===== src/rtl/mpkt_pkg.sv =====
package mpkt_pkg;
  localparam logic [7:0] SYNC_BYTE = 8'hFF;

  typedef enum logic {
    PH_HUNT = 1'b0,
    PH_ADDR = 1'b1
  } scan_phase_e;
endpackage


===== src/rtl/mpkt_scan.sv =====
module mpkt_scan
  import mpkt_pkg::*;
#(
  parameter int SYNC_LEN   = 6,
  parameter int ADDR_BYTES = 6,
  parameter int COPIES     = 16
) (
  input  logic                    clk,
  input  logic                    rst_n,
  input  logic                    scan_en,
  input  logic                    byte_stb,
  input  logic                    sof,
  input  logic                    eof,
  input  logic [7:0]              data,
  input  logic                    crc_ok,
  input  logic [8*ADDR_BYTES-1:0] station_addr,
  output logic                    magic_hit
);
  localparam int AW = 8 * ADDR_BYTES;
  localparam int CW = $clog2(SYNC_LEN + 1);
  localparam int PW = (ADDR_BYTES > 1) ? $clog2(ADDR_BYTES) : 1;
  localparam int KW = (COPIES > 1) ? $clog2(COPIES) : 1;

  // byte idx of the address as it appears on the wire (idx 0 = MSB byte)
  function automatic logic [7:0] addr_byte(input logic [AW-1:0] a, input logic [PW-1:0] idx);
    logic [AW-1:0] sh;
    sh = a << (8 * int'(idx));
    return sh[AW-1 -: 8];
  endfunction

  // sync run counter: saturates at SYNC_LEN, any non-0xFF byte zeroes it
  function automatic logic [CW-1:0] sync_step(input logic [CW-1:0] c, input logic [7:0] d);
    if (d != SYNC_BYTE)            return '0;
    else if (c == CW'(SYNC_LEN))   return c;
    else                           return c + 1'b1;
  endfunction

  scan_phase_e     ph_q,  ph_b,  ph_d;
  logic [CW-1:0]   ff_q,  ff_b,  ff_d;
  logic [PW-1:0]   pos_q, pos_b, pos_d;
  logic [KW-1:0]   cp_q,  cp_b,  cp_d;
  logic            m_q,   m_b,   m_d;
  logic            step_go;
  logic [PW-1:0]   step_pos;
  logic [KW-1:0]   step_cp;
  logic            start_frame;

  assign start_frame = byte_stb && sof;

  always_comb begin
    // a start byte begins from a clean state
    ph_b  = start_frame ? PH_HUNT : ph_q;
    ff_b  = start_frame ? '0 : ff_q;
    pos_b = start_frame ? '0 : pos_q;
    cp_b  = start_frame ? '0 : cp_q;
    m_b   = start_frame ? 1'b0 : m_q;

    ph_d = ph_b; ff_d = ff_b; pos_d = pos_b; cp_d = cp_b; m_d = m_b;
    step_go = 1'b0; step_pos = pos_b; step_cp = cp_b;

    if (byte_stb) begin
      if (ph_b == PH_HUNT) begin
        if (ff_b == CW'(SYNC_LEN) && data == addr_byte(station_addr, '0)) begin
          step_go = 1'b1; step_pos = '0; step_cp = '0;
        end else begin
          ff_d = sync_step(ff_b, data);
        end
      end else begin
        if (data == addr_byte(station_addr, pos_b)) begin
          step_go = 1'b1;
        end else begin
          ph_d  = PH_HUNT;
          ff_d  = sync_step('0, data);
          pos_d = '0;
          cp_d  = '0;
        end
      end

      if (step_go) begin
        if (int'(step_pos) == ADDR_BYTES - 1) begin
          if (int'(step_cp) == COPIES - 1) begin
            m_d = 1'b1; ph_d = PH_HUNT; ff_d = '0; pos_d = '0; cp_d = '0;
          end else begin
            ph_d = PH_ADDR; pos_d = '0; cp_d = step_cp + 1'b1;
          end
        end else begin
          ph_d = PH_ADDR; pos_d = step_pos + 1'b1; cp_d = step_cp;
        end
      end
    end
  end

  assign magic_hit = scan_en && byte_stb && eof && crc_ok && m_d;

  always_ff @(posedge clk) begin
    if (!rst_n || !scan_en || (byte_stb && eof)) begin
      ph_q <= PH_HUNT; ff_q <= '0; pos_q <= '0; cp_q <= '0; m_q <= 1'b0;
    end else if (byte_stb) begin
      ph_q <= ph_d; ff_q <= ff_d; pos_q <= pos_d; cp_q <= cp_d; m_q <= m_d;
    end
  end

  // scanning halted means no partial progress survives
  a_r4_idle_clears: assert property (@(posedge clk) disable iff (!rst_n)
    !scan_en |=> (ff_q == '0 && !m_q && ph_q == PH_HUNT));

  // nothing found in one frame is kept past its end byte
  a_r11_eof_clears: assert property (@(posedge clk) disable iff (!rst_n)
    (byte_stb && eof) |=> (!m_q && ph_q == PH_HUNT && cp_q == '0));
endmodule


===== src/rtl/mpkt_ctrl.sv =====
module mpkt_ctrl (
  input  logic clk,
  input  logic rst_n,
  input  logic arm_wr,
  input  logic arm_val,
  input  logic grs_done,
  input  logic gts_done,
  input  logic magic_hit,
  input  logic evt_clr,
  input  logic evt_mask,
  output logic wake_mode,
  output logic wake_event,
  output logic wake_irq
);
  logic arm_accept;
  logic disarm_req;

  assign arm_accept = arm_wr && arm_val && grs_done && gts_done;
  assign disarm_req = arm_wr && !arm_val;

  always_ff @(posedge clk) begin
    if (!rst_n) begin
      wake_mode <= 1'b0;
    end else if (magic_hit || disarm_req) begin
      wake_mode <= 1'b0;
    end else if (arm_accept) begin
      wake_mode <= 1'b1;
    end
  end

  always_ff @(posedge clk) begin
    if (!rst_n) begin
      wake_event <= 1'b0;
    end else if (magic_hit) begin
      wake_event <= 1'b1;
    end else if (evt_clr) begin
      wake_event <= 1'b0;
    end
  end

  assign wake_irq = wake_event && evt_mask;

  // mode only turns on after a write seen with both stops complete
  a_r2_arm_needs_stops: assert property (@(posedge clk) disable iff (!rst_n)
    $rose(wake_mode) |-> $past(arm_wr && arm_val && grs_done && gts_done));

  // a hit drops the mode bit and raises the event one edge later
  a_r8_hit_effect: assert property (@(posedge clk) disable iff (!rst_n)
    magic_hit |=> (!wake_mode && wake_event));

  // the event holds unless a clear is written
  a_r9_event_sticky: assert property (@(posedge clk) disable iff (!rst_n)
    (wake_event && !evt_clr) |=> wake_event);
endmodule


===== src/rtl/mpkt_wake_top.sv =====
module mpkt_wake_top #(
  parameter int SYNC_LEN   = 6,
  parameter int ADDR_BYTES = 6,
  parameter int COPIES     = 16
) (
  input  logic                    clk,
  input  logic                    rst_n,
  input  logic                    rx_valid,
  input  logic                    rx_sof,
  input  logic                    rx_eof,
  input  logic [7:0]              rx_data,
  input  logic                    rx_crc_ok,
  input  logic [8*ADDR_BYTES-1:0] station_addr,
  input  logic                    rx_enable,
  input  logic                    arm_wr,
  input  logic                    arm_val,
  input  logic                    grs_done,
  input  logic                    gts_done,
  input  logic                    evt_clr,
  input  logic                    evt_mask,
  output logic                    frame_drop,
  output logic                    wake_mode,
  output logic                    wake_event,
  output logic                    wake_irq
);
  logic scan_en;
  logic magic_hit;

  assign scan_en    = wake_mode && rx_enable;
  assign frame_drop = wake_mode && rx_valid;

  mpkt_scan #(
    .SYNC_LEN  (SYNC_LEN),
    .ADDR_BYTES(ADDR_BYTES),
    .COPIES    (COPIES)
  ) u_scan (
    .clk         (clk),
    .rst_n       (rst_n),
    .scan_en     (scan_en),
    .byte_stb    (rx_valid),
    .sof         (rx_sof),
    .eof         (rx_eof),
    .data        (rx_data),
    .crc_ok      (rx_crc_ok),
    .station_addr(station_addr),
    .magic_hit   (magic_hit)
  );

  mpkt_ctrl u_ctrl (
    .clk       (clk),
    .rst_n     (rst_n),
    .arm_wr    (arm_wr),
    .arm_val   (arm_val),
    .grs_done  (grs_done),
    .gts_done  (gts_done),
    .magic_hit (magic_hit),
    .evt_clr   (evt_clr),
    .evt_mask  (evt_mask),
    .wake_mode (wake_mode),
    .wake_event(wake_event),
    .wake_irq  (wake_irq)
  );

  // a hit only ever comes from a good-CRC end byte while armed and enabled
  a_r7_hit_qualified: assert property (@(posedge clk) disable iff (!rst_n)
    magic_hit |-> (rx_valid && rx_eof && rx_crc_ok && rx_enable && wake_mode));

  // while armed, every received byte is flagged for discard
  a_r3_drop_when_armed: assert property (@(posedge clk) disable iff (!rst_n)
    (wake_mode && rx_valid) |-> frame_drop);
endmodule


===== config.mk =====
export PLATFORM = sky130hd
export DESIGN_NAME = mpkt_wake_top
export DESIGN_NICKNAME = d
export VERILOG_FILES = /design/src/rtl/mpkt_pkg.sv /design/src/rtl/mpkt_scan.sv /design/src/rtl/mpkt_ctrl.sv /design/src/rtl/mpkt_wake_top.sv
export SDC_FILE = /design/constraint.sdc
export NUM_CORES = 1
export LEC_CHECK = 0
export BUFFER_PORTS_ARGS = -buffer_cell sky130_fd_sc_hd__buf_2
export CAP_MARGIN = 20
export CORE_MARGIN = 8
export CORE_UTILIZATION = 45
export CTS_CLUSTER_SIZE = 12
export DETAILED_ROUTE_END_ITERATION = 10
export PLACE_DENSITY = 0.73
export REMOVE_ABC_BUFFERS = 1
export SLEW_MARGIN = 20
export SYNTH_ARGS = -nofsm -noshare
export SYNTH_HDL_FRONTEND = slang
export SYNTH_HIERARCHICAL = 1
export SYNTH_SLANG_ARGS = --single-unit

===== constraint.sdc =====
create_clock -name clk -period 5.28 [get_ports clk]
set_input_delay 1.056 -clock clk [delete_from_list [all_inputs] [get_ports clk]]
set_output_delay 1.056 -clock clk [all_outputs]
set_load 0.05 [all_outputs]

Yosys cells after proc, flatten, opt, wreduce, memory -nomap -nowiden
Index checks and enable logic that the tools add are counted.
Storage, ports and cells
  bits in registers: 14
  bits in latches: 0
  bits in writable memories: 0
  ROM bits: 0
  output and inout port bits: 4
  memories: 0
Cells by class
  $add $sub $neg: 3
  $mul: 0
  div/mod/pow operators: 0
  $lt $le $gt $ge: 0
  equality and inequality tests: 6
  shifts and indexed selects: 1
  muxes and demuxes: 43
  bitwise gates (word level): 1
  reductions and logical operators: 22
Operators by type and width (number)
  2-to-1 mux 3 bit: 17
  left shift 48 x 6 -> 48 bit: 1
  2-to-1 mux 4 bit: 9
  2-to-1 mux 1 bit: 17
  == test 8 bit: 2
  logical AND 1 bit: 14
  != test 8 bit (second input constant): 1
  adder 3 x 1 -> 3 bit (second input constant): 2
  == test 3 bit (second input constant): 2
  adder 4 x 1 -> 4 bit (second input constant): 1
  == test 4 x 1 -> 1 bit (second input constant): 1
  zero test 1 bit: 3
  logical OR 1 bit: 3
  nonzero test 2 bit: 1
  OR reduction 2 bit: 1
  NOT 1 bit: 1

Depth between registers and ports, before layout
Gate-level depths: netlist of the first run.
  depth after elaboration: 15
  mapped depth: 15

Cells and area by module
Netlist of the first run, hierarchy kept.
Modules (own cells, without submodules)
  mpkt_scan: times used 1, cells an instance 205, area an instance 1595.3 sq um, seq. area each 240.2 sq um
  mpkt_ctrl: times used 1, cells an instance 8, area an instance 95.1 sq um, seq. area each 40.0 sq um
  mpkt_wake_top: times used 1, cells an instance 2, area an instance 12.5 sq um, seq. area each 0.0 sq um

Worst setup path after synthesis of the first run
Ideal clock, no wire load.
  kind: input to register
  start: input rx_sof
  end: register u_ctrl.wake_mode
  setup time: 0.087 ns
  data arrival time: 3.800 ns
  slack: 1.393 ns
  stages: 14
  path buffers: 2
  path through: nand2_1 clkbuf_1 and2_1 ha_1 nand3_1 or4_1 clkbuf_1 o21a_1 and2_1 ha_1 and4_1 a22oi_1 nor3_1 nor4b_2
On the way
  cells in the longest elaborated chain, start to end: 15
RTL lines
  from (decl): RTL line mpkt_wake_top.sv:9  | input logic rx_sof,
  logical AND 1 bit (*): RTL line mpkt_scan.sv:48  | assign start_frame = byte_stb && sof;
  branches (longest 10 deep; another with left shift 48 x 6 -> 48 bit)
  2-to-1 mux 1 bit (*): RTL line mpkt_scan.sv:61  | if (byte_stb) begin
  logical AND 1 bit (*): RTL line mpkt_scan.sv:93  | assign magic_hit = scan_en && byte_stb && eof && crc_ok && m_d;
  via magic_hit: RTL line mpkt_wake_top.sv:27  | logic magic_hit;
  logical OR 1 bit (*): RTL line mpkt_ctrl.sv:24  | end else if (magic_hit || disarm_req) begin
  OR reduction 2 bit (no line) (*)
  to (signal assigned): RTL line mpkt_ctrl.sv:23  | wake_mode <= 1'b0;
  to (signal assigned): RTL line mpkt_ctrl.sv:25  | wake_mode <= 1'b0;
  to (signal assigned): RTL line mpkt_ctrl.sv:27  | wake_mode <= 1'b1;
  to (decl): RTL line mpkt_ctrl.sv:11  | output logic wake_mode,
Mark *: on every way through the listed nets, which the timed path passes. The select of a mux whose other input is x is not followed.
A chain may end at the register's enable or synchronous reset.

Worst setup path in the final report of the first run
  start: input rx_valid
  end: register u_ctrl.wake_event
On the way
  cells in the longest elaborated chain, start to end: 14
RTL lines
  from (decl): RTL line mpkt_wake_top.sv:8  | input logic rx_valid,
  branches (longest 12 deep; another with left shift 48 x 6 -> 48 bit)
  logical AND 1 bit (*): RTL line mpkt_scan.sv:93
  via magic_hit: RTL line mpkt_wake_top.sv:27
  2-to-1 mux 1 bit / nonzero test 2 bit (equally long branches)
  to (signal assigned): RTL line mpkt_ctrl.sv:33  | wake_event <= 1'b0;
  to (signal assigned): RTL line mpkt_ctrl.sv:35  | wake_event <= 1'b1;
  to (signal assigned): RTL line mpkt_ctrl.sv:37  | wake_event <= 1'b0;
  to (decl): RTL line mpkt_ctrl.sv:12  | output logic wake_event,
Marks and branches as above.

==> results of run 1 <==
synth_stat cells, drive strengths merged, types with 3 or more instances:
master,n,area (um2)
a21oi,17,85.1
a222oi,4,40.0
a31oi,7,43.8
a32o,3,31.3
a41oi,3,26.3
and2,9,56.3
buf,10,81.3
clkbuf,4,15.0
dfxtp,14,280
ha,3,37.5
inv,7,26.3
mux2,7,78.8
mux2i,10,100
nand2,13,48.8
nand2b,4,25.0
nand3,10,50.1
nand4,9,56.3
nor2,8,37.5
nor2b,5,38.8
nor3,6,30.0
o21ai,9,45.0
o2bb2ai,5,43.8
xnor2,8,70.1
xor2,6,52.6
through the flow:
stage / setup slack, ns / instances
6_report: 1.12 / 328
5_1_grt: 0.837 / 328
4_1_cts: 1.17 / 328
3_5_place_dp: 0.922 / 324
3_3_place_gp: 0.983 / 324
2_1_floorplan: 1.51 / 201
final cells by class:
| class | count | area, um2 | area share [%] |
|---|---|---|---|
| clock buffers | 4 | 55.1 | 2.62 |
| flip-flops and latches | 14 | 280 | 13.3 |
| multi-input cells | 180 | 1300 | 61.8 |
| repair buffers | 75 | 383 | 18.2 |
| inverters | 7 | 26.3 | 1.25 |
| well taps | 48 | 60.1 | 2.85 |
sequential cells by signal, summed over array words and instances, names as in the netlist:
name               count
u_scan/ff_q            3
u_ctrl/wake_event      1
u_scan/pos_q           3
u_scan/ph_q            1
u_ctrl/wake_mode       1
u_scan/m_q             1
u_scan/cp_q            4
cell families after synthesis:
group	Yosys count	synth area share, %
compound gates	69	30.1
buf+inv	21	7.20
xor+xnor	14	7.20
fa+ha+maj	3	2.20
mux	17	10.5
flops	14	16.5
simple gates	77	26.3
routing by layer:
layer | routed length, um | track usage [%]
met5 | 0 | 0
met4 | 32 | 3.40
met2 | 2460 | 28.0
met3 | 354 | 4.26
met1 | 2410 | 20.8
where the power goes:
| group | switching, W | internal (W) | total, W |
|---|---|---|---|
| Combinational | 0.0000381 | 0.0000376 | 0.0000757 |
| Clock | 0.0000373 | 0.0000661 | 0.000103 |
| Sequential | 0.000000234 | 0.000106 | 0.000106 |
layout by cell type, fill, tap and decap left out, types with 7 or more instances in the layout:
cell	n
buf_2	72
a21oi_1	17
dfxtp_1	14
nand2_1	13
nand3_1	10
mux2i_1	10
and2_1	9
nand4_1	9
xnor2_1	8
a31oi_1	7
inv_1	7
nor2_1	7
worst min path at each step:
stage,slack [ns],end
floorplan,0.45,u_scan/cp_q[0]
global placement,0.47,u_scan/cp_q[0]
detailed placement,0.47,u_scan/cp_q[0]
CTS,0.48,u_scan/cp_q[0]
global route,0.51,u_scan/m_q
finish,0.47,u_scan/cp_q[0]
==> flow_summary.toml, run 1 <==
[worst_setup_path]
crit_chain = "buf_2, and2_1, buf_4, o2bb2ai_1, a222oi_1, xor2_1, o2111ai_2, o41ai_2, a22oi_1, nor3_1, o21a_1"
regToRegEndpoint = "u_ctrl/wake_event"
timing.critical_path.slowest_cell_delay_ns = 0.92
setup_slack_on_the_worst_flop_to_flop_path_ns = 1.53
reg2reg_from = "u_scan/pos_q[0]"
rr_worst_depth = 9
cp_data_arrival_time_ns = 4.36
crit_required_ns = 5.47
critical_path_peak_fanout = 23
critPathTopFamily = "compound AO/OA/AOI/OAI gates"
startpoint_type = "input pin"
slowest_stage = "o41ai_2"
critical_path.n_buffers_inverters = 2
timing.critical_path.depth = 11
crit_end = "u_ctrl/wake_event"
category_of_the_critical_setup_timing_path = "in -> reg"
worstSetupStartpoint = "rx_valid"
worstSetupEndpointType = "register"

[finish]
fill_cell_count = 340
net_count_reported_at_finish = 353
drive_gt1_share_pct = 33.9
syn2layout_area_growth_pct = 23.6
utilization_pct = 57.5
insertedDiodeCount = 0
finish.instance_area_um2 = 2100

[timing]
relSlewSlack_pct = 32.0
timing_hold_violations_final = 0
clock-skew-final_ns = 0.00281
tns_ns = 0
final.period_utilization_pct = 78.8
rsz0062_at_grt = "no"
report.final.slew_viol_count = 0
hold-worst-slack_ns = 0.473
peak_freq_mhz = 240
tightestPinTransition_ns = 1.01
timing.final.setup_violations = 0
layout_min_cycle_time_ns = 4.16

[die]
fp.dieArea_um2 = 6010
ios = 73
die_width_um = 77.5
placementRows = 22
die_height_um = 77.5
core_region_area_um2 = 3660
start_util_pct = 46.5

[clock_network]
postCtsResizedCells = 0
clock-sinks = 14
cts_tree = "built"
clock_tree.buffer_depth = 2
clock_tree.htree_level_count = 1
clock_insertion_delay_worst_skew_ns = 0.25
cts.repair_timing.setup_buffer_count = 0
ctsHoldBuffers = 0
numCtsBuffers = 3
clk_pin_slew_ns = 0.06
cts_root_buffer = "clkbuf_8"

[flow_run]
maxcap_viol_count = 0

[routing]
finalWirelength_um = 5260
drt_pre_antenna_iters = 4
postRouteAntennaNets = 0
routedWlPerCell_um = 16.0
drt-vias-per-instance = 5.89
detailedRoute.firstIterationViolations = 118
route.vias.total = 1931
drcViolationCount = 0

[global_route]
number_of_global_route_vias_before_repair = 1868
grt_max_degree = 24
gr-usage-all-layers_pct = 16.6
grt_antenna_before_repair = 0
grt_first_pass_wirelength_um = 8650
globalRoute.totalOverflow = 0

[placement]
detailed_place_hpwl_um = 4200
dpl_cell_area_um2 = 2050
place_congestion = 0.839
portBuffers = 72

[hold_path]
hp-class = "reg -> reg"
hold_path_depth = 1
holdCritStartpoint = "u_scan/cp_q[0]"

[power_and_ir_drop]
power.ir.vdd_worst_v = 0.000148
static-leakage-power_nw = 0.815
finalPower_w = 0.000285
power_per_cell_area_nw_per_um2 = 136

[synth]
yosys_warnings = 6
postSynth.topFlopCell = "dfxtp_1"
edff_count_synth = 0
synthCells = 215
synth_cell_type_count = 60
synth-async-reset-ratio_pct = 0
postSynthAreaPerCell_um2 = 7.92
ys_seq_area_share_pct = 16.5
yosys_register_bits = 14
synth.cell_area_um2 = 1700

[status]
run_status = "completed"
Power figures use the tool's default switching activity.
==> run 2: changes to the inputs <==
--- a/config.mk
+++ b/config.mk
@@ -8,10 +8,10 @@
 export BUFFER_PORTS_ARGS = -buffer_cell sky130_fd_sc_hd__buf_2
 export CAP_MARGIN = 20
 export CORE_MARGIN = 8
-export CORE_UTILIZATION = 45
+export CORE_UTILIZATION = 44
 export CTS_CLUSTER_SIZE = 12
 export DETAILED_ROUTE_END_ITERATION = 10
-export PLACE_DENSITY = 0.73
+export PLACE_DENSITY = 0.75
 export REMOVE_ABC_BUFFERS = 1
 export SLEW_MARGIN = 20
 export SYNTH_ARGS = -nofsm -noshare
==> constraint.sdc (replaced) <==
create_clock -name clk -period 3.7 [get_ports clk]
set_input_delay 0.74 -clock clk [delete_from_list [all_inputs] [get_ports clk]]
set_output_delay 0.74 -clock clk [all_outputs]
set_load 0.05 [all_outputs]
==> run 2 against run 1 <==
- first-iteration DRC count is 43% higher
- clock-buffer cell count unchanged
- register-to-register slack worse by 0.88 ns
- sequential share of layout area fell by 0.32 points
- power rose by 43%
- highest routed layer unchanged
- clock skew up 0.0014 ns
- critical path type unchanged
- global-route usage is 0.23 points higher
- critical path depth is 3 higher
- largest cell class unchanged
- design area increased by 2.5%
==> flow_summary.toml, run 2 (same netlist as run 1, synthesis figures left out) <==
[clock_network]
clk_pin_slew_ns = 0.06
cts.repair_timing.setup_buffer_count = 0
cts_root_buffer = "clkbuf_8"
postCtsResizedCells = 0
numCtsBuffers = 3
clock_insertion_delay_worst_skew_ns = 0.24
clock_tree.buffer_depth = 2
clock_tree.htree_level_count = 1
cts_tree = "built"
ctsHoldBuffers = 0
clock-sinks = 14

[worst_setup_path]
category_of_the_critical_setup_timing_path = "in -> reg"
reg2reg_from = "u_scan/ff_q[0]"
critical_path.n_buffers_inverters = 2
startpoint_type = "input pin"
regToRegEndpoint = "u_ctrl/wake_mode"
rr_worst_depth = 12
worstSetupEndpointType = "register"
timing.critical_path.slowest_cell_delay_ns = 0.62
slowest_stage = "or4_1"
critical_path_peak_fanout = 6
setup_slack_on_the_worst_flop_to_flop_path_ns = 0.65
crit_required_ns = 3.86
crit_chain = "buf_2, nand2_1, and2_1, inv_1, ha_1, nand3_1, or4_1, o21a_1, and2_1, ha_1, and4_1, a22oi_1, nor3_1, nor4b_2"
cp_data_arrival_time_ns = 3.57
critPathTopFamily = "simple AND/OR/NAND/NOR gates"

[routing]
route.vias.total = 2010
finalWirelength_um = 5350
routedWlPerCell_um = 16.0
drt-vias-per-instance = 6.00
drt_pre_antenna_iters = 6
drcViolationCount = 0
postRouteAntennaNets = 0
detailedRoute.firstIterationViolations = 169

[flow_run]
maxcap_viol_count = 0

[global_route]
number_of_global_route_vias_before_repair = 1933
grt_antenna_before_repair = 0
grt_max_degree = 23
grt_first_pass_wirelength_um = 8960
globalRoute.totalOverflow = 0
gr-usage-all-layers_pct = 16.9

[finish]
multi_input_area_um2 = 1300
insertedDiodeCount = 0
largest_register_ff_count = 4
drive_gt1_share_pct = 35.5
syn2layout_area_growth_pct = 26.7
most_common_library_cell_in_the_layout_ignoring_fill_and_taps = "buf_2"
fill_cell_count = 365
net_count_reported_at_finish = 360
largest_registers_ranked_by_flip_flop_count = "u_scan/cp_q x4, u_scan/ff_q x3, u_scan/pos_q x3"
mostFrequentLayoutCells = "buf_2, a21oi_1, dfxtp_1"
largest_register = "u_scan/cp_q"
sequential_cell_area_um2 = 280

[timing]
peak_freq_mhz = 294
hold-worst-slack_ns = 0.493
relSlewSlack_pct = 55.8
rsz0062_at_grt = "no"
tightestPinTransition_ns = 0.662
report.final.slew_viol_count = 0
final.period_utilization_pct = 92.0
timing.final.setup_violations = 0
layout_min_cycle_time_ns = 3.41
tns_ns = 0
timing_hold_violations_final = 0
clock-skew-final_ns = 0.00424

[die]
core_region_area_um2 = 3690
fp.dieArea_um2 = 6120
die_height_um = 78.2
placementRows = 22
start_util_pct = 46.2
ios = 73
die_width_um = 78.2

[placement]
portBuffers = 72
place_congestion = 0.909
detailed_place_hpwl_um = 4250

[status]
run_status = "completed"

[power_and_ir_drop]
clkPwrFrac_pct = 35.8
cellInternalPower_w = 0.000302
power.ir.vdd_worst_v = 0.000213
sequentialPowerShare_pct = 37.1
switching_share_pct = 26.2
netSwitchingPower_w = 0.000107
static-leakage-power_nw = 0.851
power_per_cell_area_nw_per_um2 = 189
share_comb_of_total_power_pct = 27.2

[hold_path]
holdCritStartpoint = "u_scan/ff_q[1]"
hold_path_depth = 1
hp-class = "reg -> reg"
timing.hold.worst_endpoint = "u_scan/ff_q[1]"
==> run 2: cell count changes in the layout (fill, tap and decap cells not counted) <==
cell,delta
buf_4,+7
==> run 2: metrics by stage <==
stage / cell area [um2] / power [W] / std cells / setup slack, ns / utilization, %
2_1_floorplan: 1610 / 0.000205 / 201 / 0.244 / -
3_3_place_gp: 2100 / 0.000263 / 331 / 0.188 / 57.0
3_5_place_dp: 2100 / 0.000265 / 331 / 0.0764 / 57.0
4_1_cts: 2160 / 0.000412 / 335 / 0.296 / 58.5
5_1_grt: 2160 / 0.000428 / 335 / 0.0574 / 58.5
6_report: 2160 / 0.000409 / 335 / 0.294 / 58.5
==> run 2: final cells by class <==
class	count	area share, %
flip-flops and latches	14	13.0
well taps	48	2.78
inverters	7	1.22
multi-input cells	180	60.3
repair buffers	82	20.2
clock buffers	4	2.55
==> run 2: power groups by stage <==
stage	Combinational [W]	Sequential [W]	Clock [W]
finish	0.000111	0.000151	0.000146
global route	0.000122	0.000152	0.000155
CTS	0.000111	0.000151	0.000150
detailed placement	0.000110	0.000155	0
global placement	0.000109	0.000155	0
floorplan	0.0000483	0.000156	0
==> run 2: how the worst max path moves through the flow <==
stage           start          endpoint  slack (ns)  cells past startpoint
2_1_floorplan  rx_sof  u_ctrl/wake_mode        0.24                     13
3_3_place_gp   rx_sof  u_ctrl/wake_mode        0.19                     14
3_5_place_dp   rx_sof  u_ctrl/wake_mode        0.08                     14
4_1_cts        rx_sof  u_ctrl/wake_mode        0.30                     14
5_1_grt        rx_sof  u_ctrl/wake_mode        0.06                     14
6_report       rx_sof  u_ctrl/wake_mode        0.29                     14
==> run 2: layer usage <==
layer	up-vias	global-route usage (%)	wire length, um	part of all wire [%]
li1	988	-	-	-
met1	938	20.2	2250	42
met2	76	30.1	2630	49
met3	8	3.87	425	7.9
met4	0	2.96	46	0.86
met5	-	0	0	0
==> run 3: changes to the inputs <==
--- a/config.mk
+++ b/config.mk
@@ -7,10 +7,12 @@
 export LEC_CHECK = 0
 export BUFFER_PORTS_ARGS = -buffer_cell sky130_fd_sc_hd__buf_2
 export CAP_MARGIN = 20
+export CORE_ASPECT_RATIO = 1.25
 export CORE_MARGIN = 8
 export CORE_UTILIZATION = 44
 export CTS_CLUSTER_SIZE = 12
 export DETAILED_ROUTE_END_ITERATION = 10
+export MAX_ROUTING_LAYER = met4
 export PLACE_DENSITY = 0.75
 export REMOVE_ABC_BUFFERS = 1
 export SLEW_MARGIN = 20
==> run 3 against run 2 <==
- power fell by 0.13%
- global-route usage increased by 1.1 points
- core utilization down 1.5 points
- cell count down 2.7%
==> flow_summary.toml, run 3 (same netlist as run 1, synthesis figures left out) <==
[clock_network]
cts.repair_timing.setup_buffer_count = 0
clock_insertion_delay_worst_skew_ns = 0.24
cts_root_buffer = "clkbuf_8"
clock-sinks = 14
clock_tree.htree_level_count = 1
numCtsBuffers = 3
clock_tree.buffer_depth = 2
cts_tree = "built"
postCtsResizedCells = 0
ctsHoldBuffers = 0
clk_pin_slew_ns = 0.06

[finish]
mostFrequentLayoutCells = "buf_2, a21oi_1, dfxtp_1"
net_count_reported_at_finish = 359
drive_gt1_share_pct = 35.3
insertedDiodeCount = 0
largest_registers_ranked_by_flip_flop_count = "u_scan/cp_q x4, u_scan/ff_q x3, u_scan/pos_q x3"
most_common_library_cell_in_the_layout_ignoring_fill_and_taps = "buf_2"
largest_register = "u_scan/cp_q"
fill_cell_count = 341
syn2layout_area_growth_pct = 25.6
largest_register_ff_count = 4

[worst_setup_path]
category_of_the_critical_setup_timing_path = "in -> reg"
critPathTopFamily = "simple AND/OR/NAND/NOR gates"
worstSetupEndpointType = "register"
slowest_stage = "or4_1"
critical_path_peak_fanout = 6
critical_path.n_buffers_inverters = 2
cp_data_arrival_time_ns = 3.44
startpoint_type = "input pin"
crit_chain = "buf_2, nand2_1, and2_1, inv_1, ha_1, nand3_1, or4_1, o21a_1, and2_1, ha_1, nand4_1, nand2_1, mux2_2, o32ai_1"
crit_required_ns = 3.85
timing.critical_path.slowest_cell_delay_ns = 0.56

[placement]
detailed_place_hpwl_um = 4280
place_congestion = 0.966
portBuffers = 72

[timing]
relSlewSlack_pct = 58.1
layout_min_cycle_time_ns = 3.29
timing_hold_violations_final = 0
rsz0062_at_grt = "no"
timing.final.setup_violations = 0
tns_ns = 0
clock-skew-final_ns = 0.00447
tightestPinTransition_ns = 0.628
peak_freq_mhz = 304
report.final.slew_viol_count = 0
final.period_utilization_pct = 88.9

[power_and_ir_drop]
finalPower_w = 0.000408
power_per_cell_area_nw_per_um2 = 191
power.ir.vdd_worst_v = 0.000121
static-leakage-power_nw = 0.845

[routing]
routedWlPerCell_um = 16.3
route.vias.total = 1964
postRouteAntennaNets = 0
detailedRoute.firstIterationViolations = 144
drt-vias-per-instance = 6.02
drcViolationCount = 0
drt_pre_antenna_iters = 4
finalWirelength_um = 5320

[die]
ios = 73
die_height_um = 85.6
core_region_area_um2 = 3750
die_width_um = 71.6
placementRows = 25
start_util_pct = 45.4
fp.dieArea_um2 = 6130

[flow_run]
maxcap_viol_count = 0

[global_route]
gr-usage-all-layers_pct = 17.9
number_of_global_route_vias_before_repair = 1985
grt_first_pass_wirelength_um = 9160
grt_antenna_before_repair = 0
globalRoute.totalOverflow = 0
grt_max_degree = 23

[status]
run_status = "completed"

[hold_path]
hp-class = "reg -> reg"
==> run 3: cell count changes in the layout (fill, tap and decap cells not counted) <==
cell	change
buf_4	-1
==> run 3: routing by layer <==
layer | global-route usage [%] | routed length [um]
met1 | 20.7 | 2260
met2 | 29.7 | 2520
met3 | 5.25 | 508
met4 | 3.91 | 32
met5 | - | 0
==> run 3: layout make-up <==
class / count / area, um2 / area share (%)
flip-flops and latches: 14 / 280 / 13.1
clock buffers: 4 / 55.1 / 2.57
well taps: 40 / 50.0 / 2.34
repair buffers: 81 / 428 / 20.0
inverters: 7 / 26.3 / 1.23
multi-input cells: 180 / 1300 / 60.8
==> run 3: where the power goes <==
part	internal [W]	total (W)	switching (W)
clock	0.0000941	0.000147	0.0000528
combinational	0.0000550	0.000110	0.0000547
sequential	0.000151	0.000152	0.000000321
total	0.000300	0.000408	0.000108
==> run 3: worst paths after layout <==
check / endpoint / from / slack (ns) / cells after the start
max: u_scan/ff_q[0] / rx_sof / 0.41 / 14
min: u_scan/ff_q[1] / u_scan/ff_q[1] / 0.49 / 1
max reg2reg: u_ctrl/wake_event / u_scan/pos_q[0] / 0.56 / 10
min reg2reg: u_scan/ff_q[1] / u_scan/ff_q[1] / 0.49 / 1
==> run 3: stage by stage <==
stage	area, um2	worst slack (ns)	std cells	hold slack (ns)	utilization, %
floorplan	1610	0.244	201	0.452	-
global placement	2080	0.239	322	0.471	55.5
detailed placement	2080	0.165	322	0.482	55.5
CTS	2140	0.430	326	0.496	57.0
global route	2140	0.167	326	0.513	57.0
finish	2140	0.412	326	0.495	57.0
